--- src/rtl/adc_burst_pkg.sv ---
`timescale 1ns/1ps
package adc_burst_pkg;
  localparam int FRAME_W = 16;
  localparam int LEN_W   = $clog2(FRAME_W);
  localparam int BIT_W   = $clog2(FRAME_W) + 1;
  localparam int DIV_W   = 8;
  localparam int FCNT_W  = 5;
  localparam int GAP_W   = 16;
  localparam int ADDR_W  = 4;
  localparam int DATA_W  = 64;
  localparam int SLOTS_PER_WORD = DATA_W / FRAME_W;

  localparam int A_FRAME  = 0;
  localparam int A_SEQ    = 1;
  localparam int A_GAP    = 2;
  localparam int A_TX     = 3;
  localparam int A_CMD    = 4;
  localparam int A_STATUS = 5;
  localparam int A_RD0    = 8;

  localparam int OFS_OUT  = 8;
  localparam int OFS_IN   = 16;
  localparam int OFS_FCNT = 16;

  typedef struct packed {
    logic [LEN_W-1:0]   len_m1;
    logic [BIT_W-1:0]   out_cnt;
    logic [BIT_W-1:0]   in_cnt;
    logic [DIV_W-1:0]   div;
    logic [FCNT_W-1:0]  frames_m1;
    logic [GAP_W-1:0]   gap;
    logic [FRAME_W-1:0] tx;
  } seq_cfg_t;

  typedef enum logic [1:0] {ST_IDLE, ST_SHIFT, ST_GAP} eng_state_t;
endpackage

--- src/rtl/adc_burst_regs.sv ---
`timescale 1ns/1ps
module adc_burst_regs
  import adc_burst_pkg::*;
#(
  parameter int NUM_WORDS = 4
) (
  input  logic                          clk,
  input  logic                          rst,
  input  logic [ADDR_W-1:0]             addr,
  input  logic                          we,
  input  logic [DATA_W-1:0]             wdata,
  input  logic                          busy,
  input  logic [NUM_WORDS*DATA_W-1:0]   words,
  output seq_cfg_t                      cfg,
  output logic                          start,
  output logic [DATA_W-1:0]             rdata
);
  logic [DATA_W-1:0] rd_next;

  assign start = we && (addr == ADDR_W'(A_CMD)) && wdata[DATA_W-1] && !busy;

  always_ff @(posedge clk) begin
    if (rst) begin
      cfg.len_m1    <= LEN_W'(FRAME_W - 1);
      cfg.out_cnt   <= '0;
      cfg.in_cnt    <= BIT_W'(FRAME_W);
      cfg.div       <= DIV_W'(36);
      cfg.frames_m1 <= FCNT_W'(15);
      cfg.gap       <= '0;
      cfg.tx        <= '0;
    end else if (we) begin
      if (addr == ADDR_W'(A_FRAME)) begin
        cfg.len_m1  <= wdata[LEN_W-1:0];
        cfg.out_cnt <= wdata[OFS_OUT +: BIT_W];
        cfg.in_cnt  <= wdata[OFS_IN +: BIT_W];
      end
      if (addr == ADDR_W'(A_SEQ)) begin
        cfg.div       <= wdata[DIV_W-1:0];
        cfg.frames_m1 <= wdata[OFS_FCNT +: FCNT_W];
      end
      if (addr == ADDR_W'(A_GAP)) cfg.gap <= wdata[GAP_W-1:0];
      if (addr == ADDR_W'(A_TX))  cfg.tx  <= wdata[FRAME_W-1:0];
    end
  end

  always_comb begin
    rd_next = '0;
    if (addr == ADDR_W'(A_FRAME)) begin
      rd_next[LEN_W-1:0]       = cfg.len_m1;
      rd_next[OFS_OUT +: BIT_W] = cfg.out_cnt;
      rd_next[OFS_IN +: BIT_W]  = cfg.in_cnt;
    end
    if (addr == ADDR_W'(A_SEQ)) begin
      rd_next[DIV_W-1:0]          = cfg.div;
      rd_next[OFS_FCNT +: FCNT_W] = cfg.frames_m1;
    end
    if (addr == ADDR_W'(A_GAP))    rd_next[GAP_W-1:0]   = cfg.gap;
    if (addr == ADDR_W'(A_TX))     rd_next[FRAME_W-1:0] = cfg.tx;
    if (addr == ADDR_W'(A_STATUS)) rd_next[0]           = busy;
    for (int w = 0; w < NUM_WORDS; w++) begin
      if (addr == ADDR_W'(A_RD0 + w)) rd_next = words[w*DATA_W +: DATA_W];
    end
  end

  always_ff @(posedge clk) begin
    if (rst) rdata <= '0;
    else     rdata <= rd_next;
  end
endmodule

--- src/rtl/adc_burst_engine.sv ---
`timescale 1ns/1ps
module adc_burst_engine
  import adc_burst_pkg::*;
(
  input  logic               clk,
  input  logic               rst,
  input  logic               start,
  input  seq_cfg_t           cfg,
  input  logic               miso,
  output logic               cs_n,
  output logic               sclk,
  output logic               mosi,
  output logic               busy,
  output logic               res_we,
  output logic [FCNT_W-1:0]  res_idx,
  output logic [FRAME_W-1:0] res_data
);
  eng_state_t         st;
  seq_cfg_t           run_q;
  logic [GAP_W-1:0]   cnt;
  logic [BIT_W-1:0]   bit_idx;
  logic [FCNT_W-1:0]  frame_idx;
  logic [FRAME_W-1:0] shreg;
  logic               half_done, last_bit, gap_done, last_frame;

  function automatic logic tx_bit(input seq_cfg_t c, input logic [BIT_W-1:0] k);
    logic [FRAME_W-1:0] s;
    s = c.tx << k;
    return (k < c.out_cnt) ? s[FRAME_W-1] : 1'b0;
  endfunction

  assign half_done  = (cnt == GAP_W'(run_q.div));
  assign last_bit   = (bit_idx == BIT_W'(run_q.len_m1));
  assign gap_done   = (cnt == run_q.gap);
  assign last_frame = (frame_idx == run_q.frames_m1);

  always_ff @(posedge clk) begin
    if (rst) begin
      st        <= ST_IDLE;
      run_q     <= '0;
      cnt       <= '0;
      bit_idx   <= '0;
      frame_idx <= '0;
      shreg     <= '0;
      cs_n      <= 1'b1;
      sclk      <= 1'b0;
      mosi      <= 1'b0;
      busy      <= 1'b0;
      res_we    <= 1'b0;
      res_idx   <= '0;
      res_data  <= '0;
    end else begin
      res_we <= 1'b0;
      unique case (st)
        ST_IDLE: begin
          if (start) begin
            run_q     <= cfg;
            st        <= ST_SHIFT;
            busy      <= 1'b1;
            cs_n      <= 1'b0;
            sclk      <= 1'b0;
            cnt       <= '0;
            bit_idx   <= '0;
            frame_idx <= '0;
            shreg     <= '0;
            mosi      <= tx_bit(cfg, '0);
          end
        end
        ST_SHIFT: begin
          if (!half_done) begin
            cnt <= cnt + 1'b1;
          end else begin
            cnt <= '0;
            if (!sclk) begin
              sclk <= 1'b1;
              if (bit_idx < run_q.in_cnt) shreg <= {shreg[FRAME_W-2:0], miso};
            end else begin
              sclk <= 1'b0;
              if (!last_bit) begin
                bit_idx <= bit_idx + 1'b1;
                mosi    <= tx_bit(run_q, bit_idx + 1'b1);
              end else begin
                cs_n     <= 1'b1;
                mosi     <= 1'b0;
                res_we   <= 1'b1;
                res_idx  <= frame_idx;
                res_data <= shreg;
                if (last_frame) begin
                  st   <= ST_IDLE;
                  busy <= 1'b0;
                end else begin
                  st <= ST_GAP;
                end
              end
            end
          end
        end
        ST_GAP: begin
          if (!gap_done) begin
            cnt <= cnt + 1'b1;
          end else begin
            cnt       <= '0;
            st        <= ST_SHIFT;
            cs_n      <= 1'b0;
            bit_idx   <= '0;
            frame_idx <= frame_idx + 1'b1;
            shreg     <= '0;
            mosi      <= tx_bit(run_q, '0);
          end
        end
        default: st <= ST_IDLE;
      endcase
    end
  end

  // no clock pulse outside a frame
  p_clk_in_frame_r4: assert property (@(posedge clk) disable iff (rst)
    cs_n |-> !sclk);
  // output line only moves while the clock is low
  p_mosi_hold_r3: assert property (@(posedge clk) disable iff (rst)
    (!cs_n && sclk) |-> $stable(mosi));
  // pins at rest whenever no burst runs
  p_idle_quiet_r3: assert property (@(posedge clk) disable iff (rst)
    !busy |-> (cs_n && !sclk && !mosi));
  // the burst ends with chip select high
  p_end_deselect_r6: assert property (@(posedge clk) disable iff (rst)
    $fell(busy) |-> (cs_n && $rose(cs_n)));
  // never more frames than programmed
  p_frame_bound_r5: assert property (@(posedge clk) disable iff (rst)
    busy |-> (frame_idx <= run_q.frames_m1));
endmodule

--- src/rtl/adc_burst_pack.sv ---
`timescale 1ns/1ps
module adc_burst_pack
  import adc_burst_pkg::*;
#(
  parameter int NUM_WORDS = 4
) (
  input  logic                        clk,
  input  logic                        rst,
  input  logic                        clr,
  input  logic                        res_we,
  input  logic [FCNT_W-1:0]           res_idx,
  input  logic [FRAME_W-1:0]          res_data,
  output logic [NUM_WORDS*DATA_W-1:0] words
);
  localparam int NSLOT = NUM_WORDS * SLOTS_PER_WORD;

  logic [FRAME_W-1:0] slot_q [NSLOT];
  logic [NSLOT-1:0]   slot_we;

  for (genvar s = 0; s < NSLOT; s++) begin : g_slot
    assign slot_we[s] = res_we && (res_idx == FCNT_W'(s));
    always_ff @(posedge clk) begin
      if (rst || clr)      slot_q[s] <= '0;
      else if (slot_we[s]) slot_q[s] <= res_data;
    end
  end

  for (genvar w = 0; w < NUM_WORDS; w++) begin : g_word
    for (genvar p = 0; p < SLOTS_PER_WORD; p++) begin : g_pos
      assign words[w*DATA_W + (SLOTS_PER_WORD-1-p)*FRAME_W +: FRAME_W] =
        slot_q[w*SLOTS_PER_WORD + p];
    end
  end

  // one slot at most per result
  p_slot_onehot_r9: assert property (@(posedge clk) disable iff (rst)
    $onehot0(slot_we));
  // a start leaves every slot empty
  p_clear_on_start_r9: assert property (@(posedge clk) disable iff (rst)
    clr |=> (words == '0));
endmodule

--- src/rtl/adc_burst_seq.sv ---
`timescale 1ns/1ps
module adc_burst_seq
  import adc_burst_pkg::*;
#(
  parameter int NUM_WORDS = 4
) (
  input  logic              clk,
  input  logic              rst,
  input  logic [ADDR_W-1:0] reg_addr,
  input  logic              reg_we,
  input  logic [DATA_W-1:0] reg_wdata,
  output logic [DATA_W-1:0] reg_rdata,
  output logic              spi_cs_n,
  output logic              spi_sclk,
  output logic              spi_mosi,
  input  logic              spi_miso
);
  seq_cfg_t                    cfg;
  logic                        start, busy, res_we;
  logic [FCNT_W-1:0]           res_idx;
  logic [FRAME_W-1:0]          res_data;
  logic [NUM_WORDS*DATA_W-1:0] words;

  adc_burst_regs #(.NUM_WORDS(NUM_WORDS)) regs_i (
    .clk(clk), .rst(rst), .addr(reg_addr), .we(reg_we), .wdata(reg_wdata),
    .busy(busy), .words(words), .cfg(cfg), .start(start), .rdata(reg_rdata)
  );

  adc_burst_engine engine_i (
    .clk(clk), .rst(rst), .start(start), .cfg(cfg), .miso(spi_miso),
    .cs_n(spi_cs_n), .sclk(spi_sclk), .mosi(spi_mosi), .busy(busy),
    .res_we(res_we), .res_idx(res_idx), .res_data(res_data)
  );

  adc_burst_pack #(.NUM_WORDS(NUM_WORDS)) pack_i (
    .clk(clk), .rst(rst), .clr(start), .res_we(res_we), .res_idx(res_idx),
    .res_data(res_data), .words(words)
  );
endmodule

--- config.mk ---
export PLATFORM = sky130hd
export DESIGN_NAME = adc_burst_seq
export DESIGN_NICKNAME = d
export VERILOG_FILES = /design/src/rtl/adc_burst_pkg.sv /design/src/rtl/adc_burst_regs.sv /design/src/rtl/adc_burst_engine.sv /design/src/rtl/adc_burst_pack.sv /design/src/rtl/adc_burst_seq.sv
export SDC_FILE = /design/constraint.sdc
export NUM_CORES = 1
export LEC_CHECK = 0
export BUFFER_PORTS_ARGS = -buffer_cell sky130_fd_sc_hd__buf_4
export CORE_MARGIN = 2
export CORE_UTILIZATION = 55
export DETAILED_ROUTE_END_ITERATION = 10
export GPL_ROUTABILITY_DRIVEN = 0
export GPL_TIMING_DRIVEN = 0
export PLACE_DENSITY_LB_ADDON = 0.3
export SKIP_LAST_GASP = 1
export SYNTH_ARGS = -nofsm -noshare
export SYNTH_HDL_FRONTEND = slang
export SYNTH_SLANG_ARGS = --single-unit
--- constraint.sdc ---
create_clock -name clk -period 2.79 [get_ports clk]
set_clock_uncertainty 0.2 [all_clocks]
set_input_delay 0.279 -clock clk [delete_from_list [all_inputs] [get_ports clk]]
set_output_delay 0.279 -clock clk [all_outputs]
set_load 0.01 [all_outputs]
**Yosys cells after proc, flatten, opt, wreduce, memory -nomap -nowiden**

Memory sizes are Yosys's and may differ from the RTL's.
Cells that the tools add are included.
W data, S select, Z words.

- Flip-flop bits (word level): 252
- Bits in writable memories: 256
- Input bits: 72
- Logic and storage cells: 264
- Memories kept: 1

Memories:

| name | words | width | rd ports | clocked after Yosys merged registers in | write ports | line | source |
|---|---|---|---|---|---|---|---|
| pack_i.slot_q | 16 | 16 | 16 | 0 | 16 | adc_burst_pack.sv:17 | `logic [FRAME_W-1:0] slot_q [NSLOT];` |

- $add $sub $neg: 3
- Order comparisons: 4
- Eq/ne operators: 39
- Shift-type cells: 1
- Mux-type cells: 127
- Bitwise operators: 19
- Reductions and logical operators: 43

Operator list:

| kind | count |
|---|---|
| $mux W16 | 25 |
| $mux W64 | 4 |
| $pmux W16 S3 | 2 |
| $mux W1 | 72 |
| $mux W5 | 9 |
| $eq A5 B4 Y1 const B | 8 |
| $reduce_and A6 Y1 | 4 |
| $eq A5 B3 Y1 const B | 4 |
| $logic_and A1 B1 Y1 | 19 |
| $add A16 B1 Y16 const B | 1 |
| $eq A16 B16 Y1 | 1 |
| $eq A16 B8 Y1 | 1 |
| $eq A4 B4 Y1 const B | 4 |
| $or A1 B1 Y1 | 16 |
| $shl A16 B5 Y16 | 1 |
| $pmux W5 S3 | 1 |
| $ne A2 B1 Y1 const B | 7 |
| $mux W2 | 6 |
| $reduce_and A2 Y1 | 6 |
| $add A5 B1 Y5 const B | 2 |
| $eq A5 B2 Y1 const B | 2 |
| $lt A1 B5 Y1 const A | 2 |
| $lt A5 B5 Y1 | 2 |
| $pmux W5 S2 | 1 |
| other kinds (26) | 36 |

**Depth between registers and ports, before layout**

- Depth in word-level cells: 10
- Mapped depth: 11
- Mapped depth without buffers: 9

**Hierarchy**

A second synthesis with hierarchy kept.

- Cells, all modules: 1918
- Area total of the unflattened synthesis: 21627.0 um^2

By module, submodules not included:

| module | times used | cells an instance | area each (um^2) | sequential area each (um^2) |
|---|---|---|---|---|
| adc_burst_pack | 1 | 633 | 9645.5 | 7687.4 |
| adc_burst_regs | 1 | 646 | 6263.5 | 2462.4 |
| adc_burst_engine | 1 | 639 | 5718.0 | 2582.5 |

**Least setup slack after synthesis**

OpenSTA, ideal clock, no wires.

- Kind: register to register
- Start point: reg engine_i.cnt[9]
- End point: reg engine_i.bit_idx[1]
- Setup time: 0.115 ns
- Arrival: 2.321 ns
- Path slack: 0.154 ns
- Cell stages (with the launch flop): 8
- Path buffers: 1
- Period minus slack after synthesis: 2.636 ns
- Cell sequence: dfxtp_1 buf_6 or4_4 nor4_4 nand4_2 a2111oi_4 o41ai_2 a31o_1

- Longest elaborated chain between the ends: 3
- Elaborated cells on any way between the ends: 5

RTL lines:

| element | line | source |
|---|---|---|
| from (decl) | adc_burst_engine.sv:20 | `logic [GAP_W-1:0] cnt;` |
| from (signal assigned) | adc_burst_engine.sv:71 | `cnt <= cnt + 1'b1;` |
| from (signal assigned) | adc_burst_engine.sv:100 | `cnt <= cnt + 1'b1;` |
| $eq A16 B16 Y1 or $eq A16 B8 Y1 (tied branches) | adc_burst_engine.sv:34, adc_burst_engine.sv:32 |  |
| $ne A2 B1 Y1 (no source line) | -- |  |
| $reduce_and A6 Y1 (no source line) * | -- |  |
| to (signal assigned) | adc_burst_engine.sv:80 | `bit_idx <= bit_idx + 1'b1;` |
| to (decl) | adc_burst_engine.sv:21 | `logic [BIT_W-1:0] bit_idx;` |

Mark *: on every way between the ends. The rest lies on a longest branch, timed or not.
A chain may end at the register's enable or synchronous reset.

**Final worst setup path**

- Start point: reg engine_i.cnt[8]
- End point: reg engine_i.st[0]

- Longest elaborated chain between the ends: 3
- Elaborated cells on any way between the ends: 5

RTL lines:

| element | line | source |
|---|---|---|
| $eq A16 B16 Y1 or $eq A16 B8 Y1 (tied branches) | adc_burst_engine.sv:34, adc_burst_engine.sv:32 |  |
| $ne A2 B1 Y1 (no source line) | -- |  |
| $reduce_and A5 Y1 (no source line) * | -- |  |
| to (signal assigned) | adc_burst_engine.sv:39 | `st <= ST_IDLE;` |
| to (signal assigned) | adc_burst_engine.sv:58 | `st <= ST_SHIFT;` |
| to (signal assigned) | adc_burst_engine.sv:89 | `st <= ST_IDLE;` |
| to (decl) | adc_burst_engine.sv:18 | `eng_state_t st;` |

Marks and branches as above.

==> impl_metrics.py <==
metrics = {
    "run_status": {
        "outcome": "complete, but fails checks",
        "violations": "negative setup slack",
    },
    "drt": {
        "drcViolationCount": 0,
        "ant_nets": 0,
        "wl_met1_um": 24100,
        "vias": 16600,
        "routed_wirelength_um": 62800,
        "met3WireLength_um": 6890,
        "top_layer": "met5",
        "first_pass_iters": 6,
        "drtIter0Drc": 2108,
        "via_per_inst": 6.06,
        "route.met2.wl_um": 28500,
        "wire_per_inst_um": 22.9,
    },
    "power_and_ir_drop": {
        "p_per_area_nw_per_um2": 629,
        "ir_drop_mv": 0.552,
        "p_leak_nw": 9.19,
        "report.power.total_mw": 15.6,
    },
    "timing": {
        "setup_viol": 1,
        "min_period_over_period_pct": 100,
        "hold_violations": 0,
        "fin_ws_ns": -0.00622,
        "hold_ws_ns": 0.0588,
        "relSlewSlack_pct": 13.0,
        "final_max_slew_viol_count": 0,
        "worstMarginPinSlew_ns": 1.30,
        "rsz0062_at_grt": "true",
        "max_freq_mhz": 358,
        "fin_crit_ns": 2.80,
    },
    "final_layout": {
        "drive_gt1_share_pct": 15.4,
        "nNetsFinal": 2269,
        "fillCellCount": 2820,
        "final_cell_area_um2": 24900,
        "fin_util_pct": 65.8,
        "final_common_cell": "nand2_1",
        "syn2layout_area_growth_pct": 17.5,
        "layout_common_cells": "328 x nand2_1, 258 x and2_1, 256 x edfxtp_1",
    },
    "grt": {
        "grt_pass1_wl_um": 91700,
        "grt_pass1_vias": 15800,
        "track_usage_pct": 31.0,
        "grt_overflow": 0,
        "antenna_found_initial": 1,
        "grt_max_degree": 17,
    },
    "yosys": {
        "avgSynthCellArea_um2": 10.6,
        "seq_area_frac_synth_pct": 60.2,
        "syn-num-nets": 2082,
        "async_flop_share_pct": 0,
        "synth_cells": 1994,
        "synth-seq-cells": 508,
        "yosysWarnings": 0,
        "yosys_most_used_dff": "edfxtp_1",
        "yosys.cell_types.count": 67,
        "syn_area_um2": 21100,
        "synth_edf_count": 256,
    },
    "worst_hold_path": {
        "holdPathStages": 4,
        "hold_end": "regs_i.cfg[19]",
        "hold_class": "in -> reg",
        "hp-start": "reg_we",
    },
    "floorplan": {
        "start_util_pct": 56.0,
        "die_w_um": 200,
        "io_pins": 139,
        "dieArea_um2": 40000,
        "coreArea_um2": 37800,
        "die_height_um": 200,
        "rows": 71,
    },
    "clock_tree": {
        "numClockSinks": 508,
        "htreeDepth": 2,
        "cts_buffer_depth": 3,
        "cts_tree": "built",
        "cts_root_buf": "clkbuf_16",
        "clk_pin_slew_ns": 0.06,
        "insertion_delay_ns": 0.62,
        "cts_inserted_buffers": 51,
    },
    "critical_path": {
        "cp-start-kind": "flop",
        "timing.rr.end": "engine_i.st[0]",
        "critPathKind": "reg -> reg",
        "worstSetupEndpointType": "flop",
        "rrSetupSlack_ns": -0.006,
        "critical_path_required_ns": 3.10,
        "r2r_start": "engine_i.cnt[8]",
        "r2r_cells": 8,
        "arrival_ns": 3.11,
        "cp_max_fo": 4,
    },
    "placed_design": {
        "place_ws_ns": -1.19,
        "dpl-instance-area_um2": 22600,
        "place_hpwl_um": 43000,
        "port-buffer-count": 95,
    },
    "run": {
        "max-cap-violations": 0,
    },
}
[cell usage after synthesis, types with 3 or more instances]
master | number | area (um2)
nand2_1 | 328 | 1230
and2_1 | 259 | 1620
edfxtp_1 | 256 | 7690
dfxtp_1 | 252 | 5040
a21oi_1 | 157 | 786
clkbuf_1 | 134 | 503
nor2_1 | 116 | 435
o21ai_0 | 73 | 365
mux2_2 | 49 | 552
o22ai_1 | 45 | 282
xor2_1 | 40 | 350
nand3_1 | 28 | 140
inv_1 | 26 | 97.6
a222oi_1 | 23 | 230
ha_1 | 16 | 200
o32ai_1 | 16 | 140
and3_1 | 13 | 81.3
a31oi_1 | 12 | 75.1
nor2b_1 | 11 | 68.8
xnor2_1 | 10 | 87.6
mux2i_1 | 9 | 90.1
mux4_2 | 9 | 203
nand2b_1 | 9 | 56.3
nor3_1 | 8 | 40.0
nor4_1 | 7 | 43.8
or3_1 | 7 | 43.8
a22oi_1 | 6 | 45.0
nand4_1 | 6 | 37.5
a211oi_1 | 5 | 37.5
and4_1 | 4 | 35.0
nor4b_1 | 4 | 35.0
o221ai_1 | 4 | 35.0
a21o_1 | 3 | 22.5
a311oi_1 | 3 | 26.3
a31o_1 | 3 | 26.3
a32oi_1 | 3 | 26.3
buf_1 | 3 | 11.3
o21a_1 | 3 | 22.5
[what timing repair did]
item | in CTS | in global routing
pin swaps | 7 | 12
setup endpoints to repair | 642 | 307
hold endpoints to repair | 60 | 0
gates resized for setup | 44 | 67
buffers inserted | 5 | 9
gates cloned | 0 | 0
hold buffers | 24 | 0
[routing by layer]
layer | global-route usage (%) | vias up
li1 | - | 7345
met1 | 40.7 | 7986
met2 | 49.7 | 1032
met3 | 6.82 | 210
met4 | 13.6 | 2
met5 | 0 | -
[cells by family (layout without fill, tap and decap cells)]
kind of cell               count (synthesis)  in the layout  share of synthesized area [%]
other                                      0              2                              0
AOI/OAI and AO/OA                        373            373                           10.8
adders and majority gates                 16             16                          0.947
and+or+nand+nor                          814            814                           18.9
xor gates and xnor gates                  50             50                           2.07
muxes                                     68             68                           4.05
DFF                                      508            508                           60.2
buffers and inverters                    165            394                           2.97
[how the worst max path moves through the flow]
stage	startpoint	endpoint	slack, ns
2_1_floorplan	engine_i.cnt[9]	engine_i.bit_idx[1]	0.15
3_3_place_gp	reg_addr[1]	pack_i.slot_q[2][14]	-1.31
3_5_place_dp	reg_addr[1]	pack_i.slot_q[13][9]	-1.19
4_1_cts	engine_i.busy	pack_i.slot_q[5][14]	-0.04
5_1_grt	engine_i.cnt[8]	engine_i.shreg[12]	-0.07
6_report	engine_i.cnt[8]	engine_i.st[0]	-0.006
[power breakdown]
part,internal (mW),switching (mW)
registers,8.01,0.0768
logic,0.320,0.580
clock network,3.70,2.94
total,12.0,3.60
[metrics by stage]
stage	setup TNS, ns	std cells
2_1_floorplan	0	1994
3_5_place_dp	-448.20	2608
3_3_place_gp	-502.09	2600
5_1_grt	-0.676	2734
6_report	-0.00622	2736
4_1_cts	-0.444	2730
[worst max-delay path: stages, from the launching register on]
cell and delay, ns:
dfxtp_4 0.36, or4_4 0.52, nor4_4 0.28, buf_4 0.18, buf_6 0.11, nand4_4 0.11, a2111o_1 0.48, or3_4 0.34
a21oi_2 0.11
[state kept, by name (all words and copies together), names as in the netlist]
name                cells
engine_i.bit_idx        5
engine_i.busy           1
engine_i.cnt           16
engine_i.cs_n           1
engine_i.frame_idx      5
engine_i.mosi           1
engine_i.res_data      16
engine_i.res_idx        5
engine_i.res_we         1
engine_i.run_q         59
engine_i.sclk           1
engine_i.shreg         16
engine_i.st             2
pack_i.slot_q         256
regs_i.cfg             59
regs_i.rdata           64
[cell type report]
class                           instances  area [um2]  area share [%]
Timing Repair Buffer                  141        1150            4.64
Buffer                                132         538            2.17
Sequential cell                       508       12700            51.3
Tap cell                              511         639            2.57
Antenna cell                            2        5.00          0.0201
Clock buffer                           76        1490            5.98
Clock inverter                         19         119           0.478
Inverter                               26        97.6           0.393
Multi-Input combinational cell       1321        8070            32.5
(Power assumes the default switching activity.)
